File: src/rtl/tilt_pkg.sv
// Shared types for the tilt acquisition sequencer.
// Assumes three axes, encoded as 2-bit codes in the order they are converted.
package tilt_pkg;
    localparam int NUM_AXES = 3;

    typedef enum logic [1:0] {
        ST_SHUT    = 2'd0,
        ST_ACTIVE  = 2'd1,
        ST_STANDBY = 2'd2
    } acq_state_t;

    typedef enum logic [1:0] {
        AX_X = 2'd0,
        AX_Y = 2'd1,
        AX_Z = 2'd2
    } axis_t;
endpackage

File: src/rtl/en_sync_edge.sv
// Brings the asynchronous enable into the clk domain and flags its rising edge.
// Assumes STAGES >= 2. en_rise is combinational from two registered signals.
module en_sync_edge #(
    parameter int STAGES = 2
) (
    input  logic clk,
    input  logic rst_n,
    input  logic en_async,
    output logic en_s,
    output logic en_rise
);
    logic [STAGES-1:0] sync_q;
    logic              en_d;

    // Shift the raw enable through the synchroniser chain.
    always_ff @(posedge clk) begin
        if (!rst_n) sync_q <= '0;
        else        sync_q <= {sync_q[STAGES-2:0], en_async};
    end

    // Remember the previous synchronised level for edge detection.
    always_ff @(posedge clk) begin
        if (!rst_n) en_d <= 1'b0;
        else        en_d <= sync_q[STAGES-1];
    end

    assign en_s    = sync_q[STAGES-1];
    assign en_rise = en_s & ~en_d;
endmodule

File: src/rtl/tilt_mag_cmp.sv
// Combinational magnitude-versus-threshold test for one signed sample.
// The magnitude is one bit wider than the sample, so the most negative code does not wrap.
module tilt_mag_cmp #(
    parameter int DATA_W = 14,
    parameter int THRESH = 688
) (
    input  logic [DATA_W-1:0] sample,
    output logic              over
);
    localparam int MAG_W = DATA_W + 1;

    logic [MAG_W-1:0] ext;
    logic [MAG_W-1:0] mag;

    // Sign-extend, negate when negative, then compare strictly.
    always_comb begin
        ext  = {sample[DATA_W-1], sample};
        mag  = sample[DATA_W-1] ? (~ext + MAG_W'(1)) : ext;
        over = (mag > MAG_W'(THRESH));
    end
endmodule

File: src/rtl/acq_seq.sv
// One-shot acquisition state machine: a rising enable starts X, Y, Z conversions,
// each lasting CONV_CYCLES cycles, after which the machine holds until enable drops.
// Assumes CONV_CYCLES >= 2 so that strobes are separated by idle cycles.
module acq_seq
    import tilt_pkg::*;
#(
    parameter int CONV_CYCLES = 16
) (
    input  logic       clk,
    input  logic       rst_n,
    input  logic       en_s,
    input  logic       en_rise,
    output acq_state_t state,
    output axis_t      axis,
    output logic       stb
);
    localparam int CNT_W = (CONV_CYCLES > 1) ? $clog2(CONV_CYCLES) : 1;
    localparam logic [CNT_W-1:0] CNT_LAST = CNT_W'(CONV_CYCLES - 1);

    acq_state_t        state_n;
    axis_t             axis_n;
    logic [CNT_W-1:0]  cnt, cnt_n;
    logic              running;

    assign running = (state == ST_ACTIVE) && en_s;
    assign stb     = (state == ST_ACTIVE) && (cnt == CNT_LAST);

    // Next state: start on a rising edge, finish after Z, drop out whenever enable is low.
    always_comb begin
        state_n = state;
        case (state)
            ST_SHUT:    if (en_rise) state_n = ST_ACTIVE;
            ST_ACTIVE:  if (!en_s) state_n = ST_SHUT;
                        else if (stb && axis == AX_Z) state_n = ST_STANDBY;
            ST_STANDBY: if (!en_s) state_n = ST_SHUT;
            default:    state_n = ST_SHUT;
        endcase
    end

    // Conversion timer and axis pointer, both parked at zero outside a pass.
    always_comb begin
        cnt_n  = '0;
        axis_n = AX_X;
        if (running) begin
            cnt_n  = stb ? '0 : cnt + CNT_W'(1);
            axis_n = axis;
            if (stb) axis_n = (axis == AX_Z) ? AX_X : axis_t'(axis + 2'd1);
        end
    end

    // Register state, timer and axis pointer.
    always_ff @(posedge clk) begin
        if (!rst_n) begin
            state <= ST_SHUT;
            cnt   <= '0;
            axis  <= AX_X;
        end else begin
            state <= state_n;
            cnt   <= cnt_n;
            axis  <= axis_n;
        end
    end
endmodule

File: src/rtl/result_hold.sv
// Per-axis result flops: written on the strobe for the selected axis, cleared while enable is low.
// Clearing takes priority over a write in the same cycle.
module result_hold
    import tilt_pkg::*;
#(
    parameter int AXES = NUM_AXES
) (
    input  logic            clk,
    input  logic            rst_n,
    input  logic            clr,
    input  logic            wr,
    input  axis_t           axis,
    input  logic            bit_in,
    output logic [AXES-1:0] res
);
    for (genvar i = 0; i < AXES; i++) begin : g_axis
        // Hold one axis result.
        always_ff @(posedge clk) begin
            if (!rst_n || clr)                res[i] <= 1'b0;
            else if (wr && axis == axis_t'(i)) res[i] <= bit_in;
        end
    end
endmodule

File: src/rtl/tilt_oneshot_ctrl.sv
// Top of the tilt acquisition sequencer. It synchronises enable, runs one X/Y/Z pass per
// rising edge, tests each sample's magnitude and presents the held results on the tilt pins.
// Assumes smp_data is valid for the axis on smp_axis by the end of each conversion window.
module tilt_oneshot_ctrl
    import tilt_pkg::*;
#(
    parameter int DATA_W      = 14,
    parameter int TILT_THRESH = 688,
    parameter int CONV_CYCLES = 16,
    parameter int SYNC_STAGES = 2
) (
    input  logic              clk,
    input  logic              rst_n,
    input  logic              en_in,
    input  logic [DATA_W-1:0] smp_data,
    output logic [1:0]        smp_axis,
    output logic              store_stb,
    output logic [2:0]        tilt_out,
    output logic              tilt_oe
);
    logic       en_s;
    logic       en_rise;
    acq_state_t state;
    axis_t      axis;
    logic       stb;
    logic       over;
    logic [NUM_AXES-1:0] res;

    en_sync_edge #(.STAGES(SYNC_STAGES)) u_sync (
        .clk(clk), .rst_n(rst_n), .en_async(en_in), .en_s(en_s), .en_rise(en_rise)
    );

    acq_seq #(.CONV_CYCLES(CONV_CYCLES)) u_seq (
        .clk(clk), .rst_n(rst_n), .en_s(en_s), .en_rise(en_rise),
        .state(state), .axis(axis), .stb(stb)
    );

    tilt_mag_cmp #(.DATA_W(DATA_W), .THRESH(TILT_THRESH)) u_cmp (
        .sample(smp_data), .over(over)
    );

    result_hold #(.AXES(NUM_AXES)) u_hold (
        .clk(clk), .rst_n(rst_n), .clr(!en_s), .wr(stb),
        .axis(axis), .bit_in(over), .res(res)
    );

    // Pins show results only while holding, and are enabled in any powered state.
    always_comb begin
        smp_axis  = axis;
        store_stb = stb;
        tilt_out  = (state == ST_STANDBY) ? res : 3'b000;
        tilt_oe   = (state != ST_SHUT);
    end
endmodule

File: config.mk
export PLATFORM = sky130hd
export DESIGN_NAME = tilt_oneshot_ctrl
export DESIGN_NICKNAME = d
export VERILOG_FILES = /design/src/rtl/tilt_pkg.sv /design/src/rtl/en_sync_edge.sv /design/src/rtl/tilt_mag_cmp.sv /design/src/rtl/acq_seq.sv /design/src/rtl/result_hold.sv /design/src/rtl/tilt_oneshot_ctrl.sv
export SDC_FILE = /design/constraint.sdc
export NUM_CORES = 1
export LEC_CHECK = 0
export BUFFER_PORTS_ARGS = -buffer_cell sky130_fd_sc_hd__buf_2
export CORE_MARGIN = 1
export CORE_UTILIZATION = 50
export DETAILED_ROUTE_END_ITERATION = 10
export PLACE_DENSITY = 0.77
export SYNTH_ARGS = -nofsm -noshare
export SYNTH_HDL_FRONTEND = slang
export SYNTH_SLANG_ARGS = --single-unit
File: constraint.sdc
create_clock -name clk -period 2.7 [get_ports clk]
set_clock_uncertainty 0.2 [all_clocks]
set_input_delay 0.54 -clock clk [delete_from_list [all_inputs] [get_ports clk]]
set_output_delay 0.54 -clock clk [all_outputs]
set_load 0.005 [all_outputs]
# Word level (Yosys, flattened, before mapping)
# Index checks and enable logic that the tools add are counted.
# Widths: inputs -> output; s select.
# op_classes
add_sub_neg,3
magnitude_cmp,1
eq_ne,8
muxes,8
bitwise_logic,5
n_reduce_logical,14
# ops
op,n
$add 15x1->15 const B,1
$gt 15x10->1 const B,1
$mux 15,1
$not 15->15,1
$mux 2,5
$pmux 2 s3,1
$logic_and 1x1->1,5
$add 4x1->4 const B,1
$eq 2x1->1 const B,2
$eq 2x2->1 const B,2
$eq 4x4->1 const B,1
$logic_not 2->1,2
$ne 2x2->1 const B,2
$mux 3,1
$ne 3x2->1 const B,1
$not 1->1,3
$reduce_and 3->1,1
$reduce_or 3->1,1
$add 2x1->2 const B,1
$logic_not 1->1,2
$reduce_and 2->1,1
$reduce_bool 2->1,1
$and 1x1->1,1
$logic_or 1x1->1,1
# word_totals
reg_bits,14
inputBits,17
out_inout_bits,7
wordCells,47

# Longest topological paths before layout
# Gate-level depths: netlist of the first run.
# logic_depth
depth_word,6
depth_mapped,8
ltp_nobuf,8

# Hierarchy
# From an unflattened synthesis of the first run, not the netlist that was laid out.
# hier_totals
hier_cells,133
area_unflattened_um2,1139.8
# modules_own_cells
mod,n_inst,cells_per_inst,area_per_inst_um2,seq_area_each_um2
tilt_mag_cmp,1,71,481.7,0.0
acq_seq,1,37,381.6,160.2
result_hold,1,13,147.6,60.1
en_sync_edge,1,7,92.6,60.1
tilt_oneshot_ctrl,1,5,36.3,0.0

# Worst setup path before layout of the first run
# Ideal clock, no wire load.
# synth_path
path_type,input to register
from,in smp_data[0]
to,reg u_hold.res[2]
setup_time_ns,0.086
t_arrival_ns,2.119
required_ns,2.414
path_slack_ns,0.296
stages,8
path_buffers,0
cell_sequence,inv_1 ha_1 or2b_2 or4_4 and3_4 o211ai_2 a21oi_2 a211oi_1
# synth_between
elab_chain_len,4
# synth_rtl
item,line_no,source
start: declaration,tilt_oneshot_ctrl.sv:15,"input logic [DATA_W-1:0] smp_data,"
$not 15->15,tilt_mag_cmp.sv:18,mag = sample[DATA_W-1] ? (~ext + MAG_W'(1)) : ext;
$add 15x1->15,tilt_mag_cmp.sv:18,
$mux 15 (*),tilt_mag_cmp.sv:18,
$gt 15x10->1 (*),tilt_mag_cmp.sv:19,over = (mag > MAG_W'(THRESH));
end signal: indexed assignment,result_hold.sv:20,else if (wr && axis == axis_t'(i)) res[i] <= bit_in;
end: declaration,result_hold.sv:14,output logic [AXES-1:0] res
# Mark *: on every way between the ends. The rest lies on a longest branch, timed or not.
# A chain may end at the register's enable or synchronous reset.

# Worst setup path in the final report of the first run
# layout_path
from,reg u_seq.cnt[0]
to,out store_stb
# layout_between
elab_chain_len,2
# layout_rtl
item,line_no,source
start: declaration,acq_seq.sv:22,"logic [CNT_W-1:0] cnt, cnt_n;"
start signal: assignment,acq_seq.sv:59,cnt <= cnt_n;
$eq 4x4->1,acq_seq.sv:26,assign stb = (state == ST_ACTIVE) && (cnt == CNT_LAST);
$logic_and 1x1->1,acq_seq.sv:26,
end: declaration,tilt_oneshot_ctrl.sv:17,"output logic store_stb,"
# No other way between the ends.

==> results of run 1 <==
[worst reg2reg max path: cells and delay by family (launching register included)]
kind            cells  cell delay (ns)
simple gates        4             1.11
flops               1             0.39
compound gates      1             0.21
fa+ha+maj           1             0.23
[how the worst min path moves through the flow]
stage	from	endpoint	slack, ns
global route	en_in	u_sync.sync_q[0]	0.25
detailed placement	u_sync.sync_q[0]	u_sync.sync_q[1]	0.23
global placement	u_sync.sync_q[0]	u_sync.sync_q[1]	0.22
floorplan	u_sync.en_d	u_seq.state[0]	0.21
CTS	en_in	u_sync.sync_q[0]	0.25
finish	u_sync.en_d	u_seq.state[0]	0.25
[cell type report]
cell class,instances,area [um^2]
inverters,6,22.5
multi-input cells,78,544
clock buffers,4,36.3
repair buffers,23,115
flip-flops and latches,14,280
well taps,16,20.0
fillers,133,541
[layout by cell type (no fill, tap or decap), types with 2 or more instances in the layout]
master    netlist  layout
nor2_1          9       9
o41ai_1         3       3
or3_1           2       2
xor2_1          4       4
inv_1           6       6
nand4b_1        2       2
buf_2           0      23
o31ai_1         2       2
and2_1          5       5
o211ai_1        2       2
a21oi_1         6       6
dfxtp_1        14      14
nand2_1         3       3
nor2b_1         3       3
or4_1           2       2
a211oi_1        2       2
nand3_1         2       2
clkbuf_4        0       3
ha_1            2       2
nor3b_1         3       3
o21ai_0         6       6
[cells by family (layout without fill, tap and decap cells)]
family / count (synthesis) / count (layout) / share of synthesized area [%]
AOI/OAI and AO/OA: 29 / 29 / 24.3
xor gates and xnor gates: 5 / 5 / 5.12
DFF: 14 / 14 / 32.8
and+or+nand+nor: 42 / 42 / 31.3
buffers and inverters: 8 / 33 / 3.51
adders and majority gates: 2 / 2 / 2.93
[metrics by stage]
stage,cell area [um^2],hold WS [ns]
floorplan,855,0.207
detailed placement,982,0.230
global placement,982,0.223
CTS,1020,0.253
finish,1020,0.250
global route,1020,0.246
[metal layers]
| layer | part of all wire (%) | global-route usage, % | wire length (um) |
|---|---|---|---|
| met1 | 47 | 27.6 | 820 |
| met2 | 48 | 34.8 | 829 |
| met4 | 1.3 | 7.50 | 23 |
| met3 | 4.1 | 7.50 | 72 |
| met5 | 0 | 0 | 0 |
[power by group]
group	leakage (nW)	switching (mW)	internal (mW)
registers	0.113	0.000814	0.209
clock network	0.0210	0.0708	0.0821
logic	0.287	0.0319	0.0280
total	0.422	0.103	0.319
[state kept, by name (all words and copies together) (netlist names)]
signal and cells:
u_seq.cnt 4, u_hold.res 3, u_seq.axis 2, u_seq.state 2
u_sync.sync_q 2, u_sync.en_d 1
==> results.cfg, run 1 <==
[outcome]
status = finished, violations left
violations = DRC

[logic_synthesis]
synth_top_cell_by_area = dfxtp_1
async_reset_ff_share_pct = 0
synth_most_common_cell = dfxtp_1
yosys.area.top_type_share_pct = 32.8
ys_warn_count = 0
synth-seq-cells = 14
synthTopCellsByArea = dfxtp_1 (33%), xor2_1 (4.1%), nor2_1 (4.0%)
synthFlopType = dfxtp_1
syn-cell-area_um2 = 855
yosys.cell_types.count = 40
netlist_instances = 100
netlist_top_cells_count = dfxtp_1 (14), nor2_1 (9), a21oi_1 (6), inv_1 (6), o21ai_0 (6)
synth_edf_count = 0
syn_area_per_cell_um2 = 8.55
yosysSeqAreaShare_pct = 32.8
syn_nets = 119

[placed_design]
portBuffers = 23
post-place-cells = 137
place_ws_ns = 0.0230
place_congestion = 0.861
dp_hpwl_um = 1390

[setup_path]
worstPathMaxFanout = 6
startpoint_type = register
crit_path_end = store_stb
r2r_cells = 6
startpoint = u_seq.cnt[0]
r2r_slack_ns = 0.48
cp-end-kind = output port
critPathKind = register to output port
worst-path-buf-inv = 2
r2r_end = u_hold.res[2]
critPathTopFamily = simple AND/OR/NAND/NOR gates
cp.depth = 5
crit_chain = ha_1, nand3_1, or3_1, inv_1, buf_2
worstReg2RegStart = u_seq.cnt[0]
max_stage_delay_ns = 0.42
worstPathArrival_ns = 1.64
cp_data_required_time_ns = 1.96
worst_path_max_delay_cell = or3_1

[power]
power.density_mw_per_mm2 = 414
total_power_uw = 422
peakVddDrop_mv = 0.296
power.leakage_nw = 0.422

[final_layout]
syn2layout_area_growth_pct = 19.2
drive_gt1_share_pct = 29.6
antenna_cells = 0
nNetsFinal = 145
fin_util_pct = 65.3
layoutNonFillerInstCount = 141

[global_route]
grt_max_degree = 16
grt-ovfl-total = 0
first_global_vias = 723
grt_pass1_wl_um = 3020
grt_usage_pct = 21.8
antenna_found_initial = 0

[job]
drv_cap = 0

[floorplanning]
row_count = 14
initial_core_util_pct = 54.8
design.core.area_mm2 = 0.00156
io_pins = 24
die_w_um = 43.3
die_height_um = 43.3
die_area_mm2 = 0.00188

[routing]
vias_per_cell = 5.81
drt_iter0_markers = 26
detail-route-antenna-nets = 0
routed_wl_um = 1750
num_vias = 819
dr.pass1.iters = 8
post_drt_wl_per_cell_um = 12.4
drc = 4

[cts]
clockBufferDepth = 2
cts_tree = done
hold_buffers = 0
numCtsBuffers = 3
cts.sinks = 14
postCtsSetupBuffers = 0
clk_pin_slew_ns = 0.09
cts_resized = 0
cts-root-buf = clkbuf_4
clock_latency_ns = 0.28
h-tree-depth = 1

[timing]
max_freq_mhz = 420
tightest_slew_ns = 0.491
final_hold_viol_count = 0
rsz0062_at_grt = false
fin_tns_setup_ns = 0
setup_viol = 0
setup_slack_ns = 0.319
period_minus_slack_ns = 2.38
slew_headroom_pct = 67.2
finalCritPeriodShare_pct = 88.2
slew_viol_final = 0

[min_path]
hold_depth = 1
min_path_type = register to register
Note: power is estimated with default switching activity, not from simulation.
==> run 2, diff against run 1 <==
Settings changed: CELL_PAD_IN_SITES_DETAIL_PLACEMENT from default to 1, CELL_PAD_IN_SITES_GLOBAL_PLACEMENT from default to 1, CORE_UTILIZATION 50 to 36, GPL_TIMING_DRIVEN from default to 0, PLACE_DENSITY 0.77 to 0.86.
==> results.cfg, run 2 (synthesized netlist as in run 1, its figures left out) <==
[outcome]
status = complete, no violations

[final_layout]
layout_commonest_cell = buf_2
nNetsFinal = 147
syn2layout_area_growth_pct = 20.2
largestRegisters = u_seq.cnt x4, u_hold.res x3
largest_register_ffs = 4
mostFrequentLayoutCells = buf_2 (23), dfxtp_1 (14), nor2_1 (9)
antenna_cells = 0
top_register = u_seq.cnt
drive_gt1_share_pct = 28.6

[cts]
clock_latency_ns = 0.27
cts-root-buf = clkbuf_4
cts_resized = 0
cts.sinks = 14
h-tree-depth = 1
cts_tree = done
postCtsSetupBuffers = 0
numCtsBuffers = 3
clk_pin_slew_ns = 0.08
hold_buffers = 0
clockBufferDepth = 2

[global_route]
grt_max_degree = 11
antenna_found_initial = 0
grt-ovfl-total = 0
grt_usage_pct = 18.9
first_global_vias = 870
grt_pass1_wl_um = 3690

[power]
total_power_uw = 383
peakVddDrop_mv = 0.274
power.density_mw_per_mm2 = 373
power.leakage_nw = 0.417

[routing]
post_drt_wl_per_cell_um = 14.1
vias_per_cell = 5.50
detail-route-antenna-nets = 0
routed_wl_um = 2170
dr.pass1.iters = 4
drt_iter0_markers = 4
num_vias = 847
drc = 0

[setup_path]
max_stage_delay_ns = 0.39
worstPathMaxFanout = 6
critPathKind = register to output port
critPathTopFamily = simple AND/OR/NAND/NOR gates
startpoint_type = register
cp-end-kind = output port
worstPathArrival_ns = 1.69
worst-path-buf-inv = 3
crit_chain = ha_1, nand3_1, or3_1, clkbuf_1, inv_1, buf_2
cp_data_required_time_ns = 1.96
worst_path_max_delay_cell = dfxtp_1

[placed_design]
place_ws_ns = -0.0301
place_congestion = 0.825
portBuffers = 23
dp_hpwl_um = 1800

[floorplanning]
die_w_um = 50.7
row_count = 17
die_height_um = 50.7
initial_core_util_pct = 38.3
die_area_mm2 = 0.00257
io_pins = 24
design.core.area_mm2 = 0.00223

[timing]
period_minus_slack_ns = 2.43
tightest_slew_ns = 0.483
final_hold_viol_count = 0
rsz0062_at_grt = false
slew_headroom_pct = 67.7
slew_viol_final = 0
setup_slack_ns = 0.265
max_freq_mhz = 411
finalCritPeriodShare_pct = 90.2
setup_viol = 0

[min_path]
min_path_type = register to register

[job]
drv_cap = 0
[run 2: changes by cell type in the layout (fill, tap and decap cells not counted)]
cell and change:
clkbuf_1 +2, clkbuf_8 -1
[run 2: worst register-to-register path, cell delays in order (launching register included)]
cell and delay (ns):
dfxtp_1 0.39, ha_1 0.24, nand3_1 0.13, or3_1 0.32
clkbuf_1 0.16, nor3b_1 0.46, nor2_1 0.08, a211oi_1 0.23
[run 2: worst paths after layout]
path	depth (start not counted)	to	from	slack (ns)
min reg2reg	1	u_sync.sync_q[1]	u_sync.sync_q[0]	0.24
min	1	u_sync.sync_q[1]	u_sync.sync_q[0]	0.24
max	6	store_stb	u_seq.cnt[0]	0.27
max reg2reg	7	u_hold.res[2]	u_seq.cnt[0]	0.40
[run 2: final cells by class]
type,count,area (um^2)
repair buffers,23,115
flip-flops and latches,14,280
inverters,6,22.5
clock buffers,3,22.5
multi-input cells,78,544
well taps,28,35.0
plain buffers,2,7.51
fillers,289,1210
[run 2: through the flow]
step	setup TNS, ns	instance area [um^2]	hold WS [ns]	util [%]	cells
5_1_grt	0	1030	0.269	46.0	154
3_3_place_gp	0	1000	0.218	45.0	151
6_report	0	1030	0.242	46.0	154
3_5_place_dp	-0.0583	1000	0.228	45.0	151
2_1_floorplan	0	855	0.207	-	100
4_1_cts	0	1030	0.250	46.0	154
[run 2: routing by layer]
layer	global-route usage [%]	part of all wire [%]	routed length, um	up-vias
met1	19.8	38	830	404
li1	-	-	-	422
met5	0	0	0	-
met4	2.78	0.69	15	0
met2	37.8	57	1240	19
met3	4.85	3.5	75	2
[run 2: power breakdown]
part           switching [mW]  total [mW]  internal (mW)
clock network          0.0598       0.111         0.0516
registers            0.000887       0.209          0.208
logic                  0.0343      0.0627         0.0283
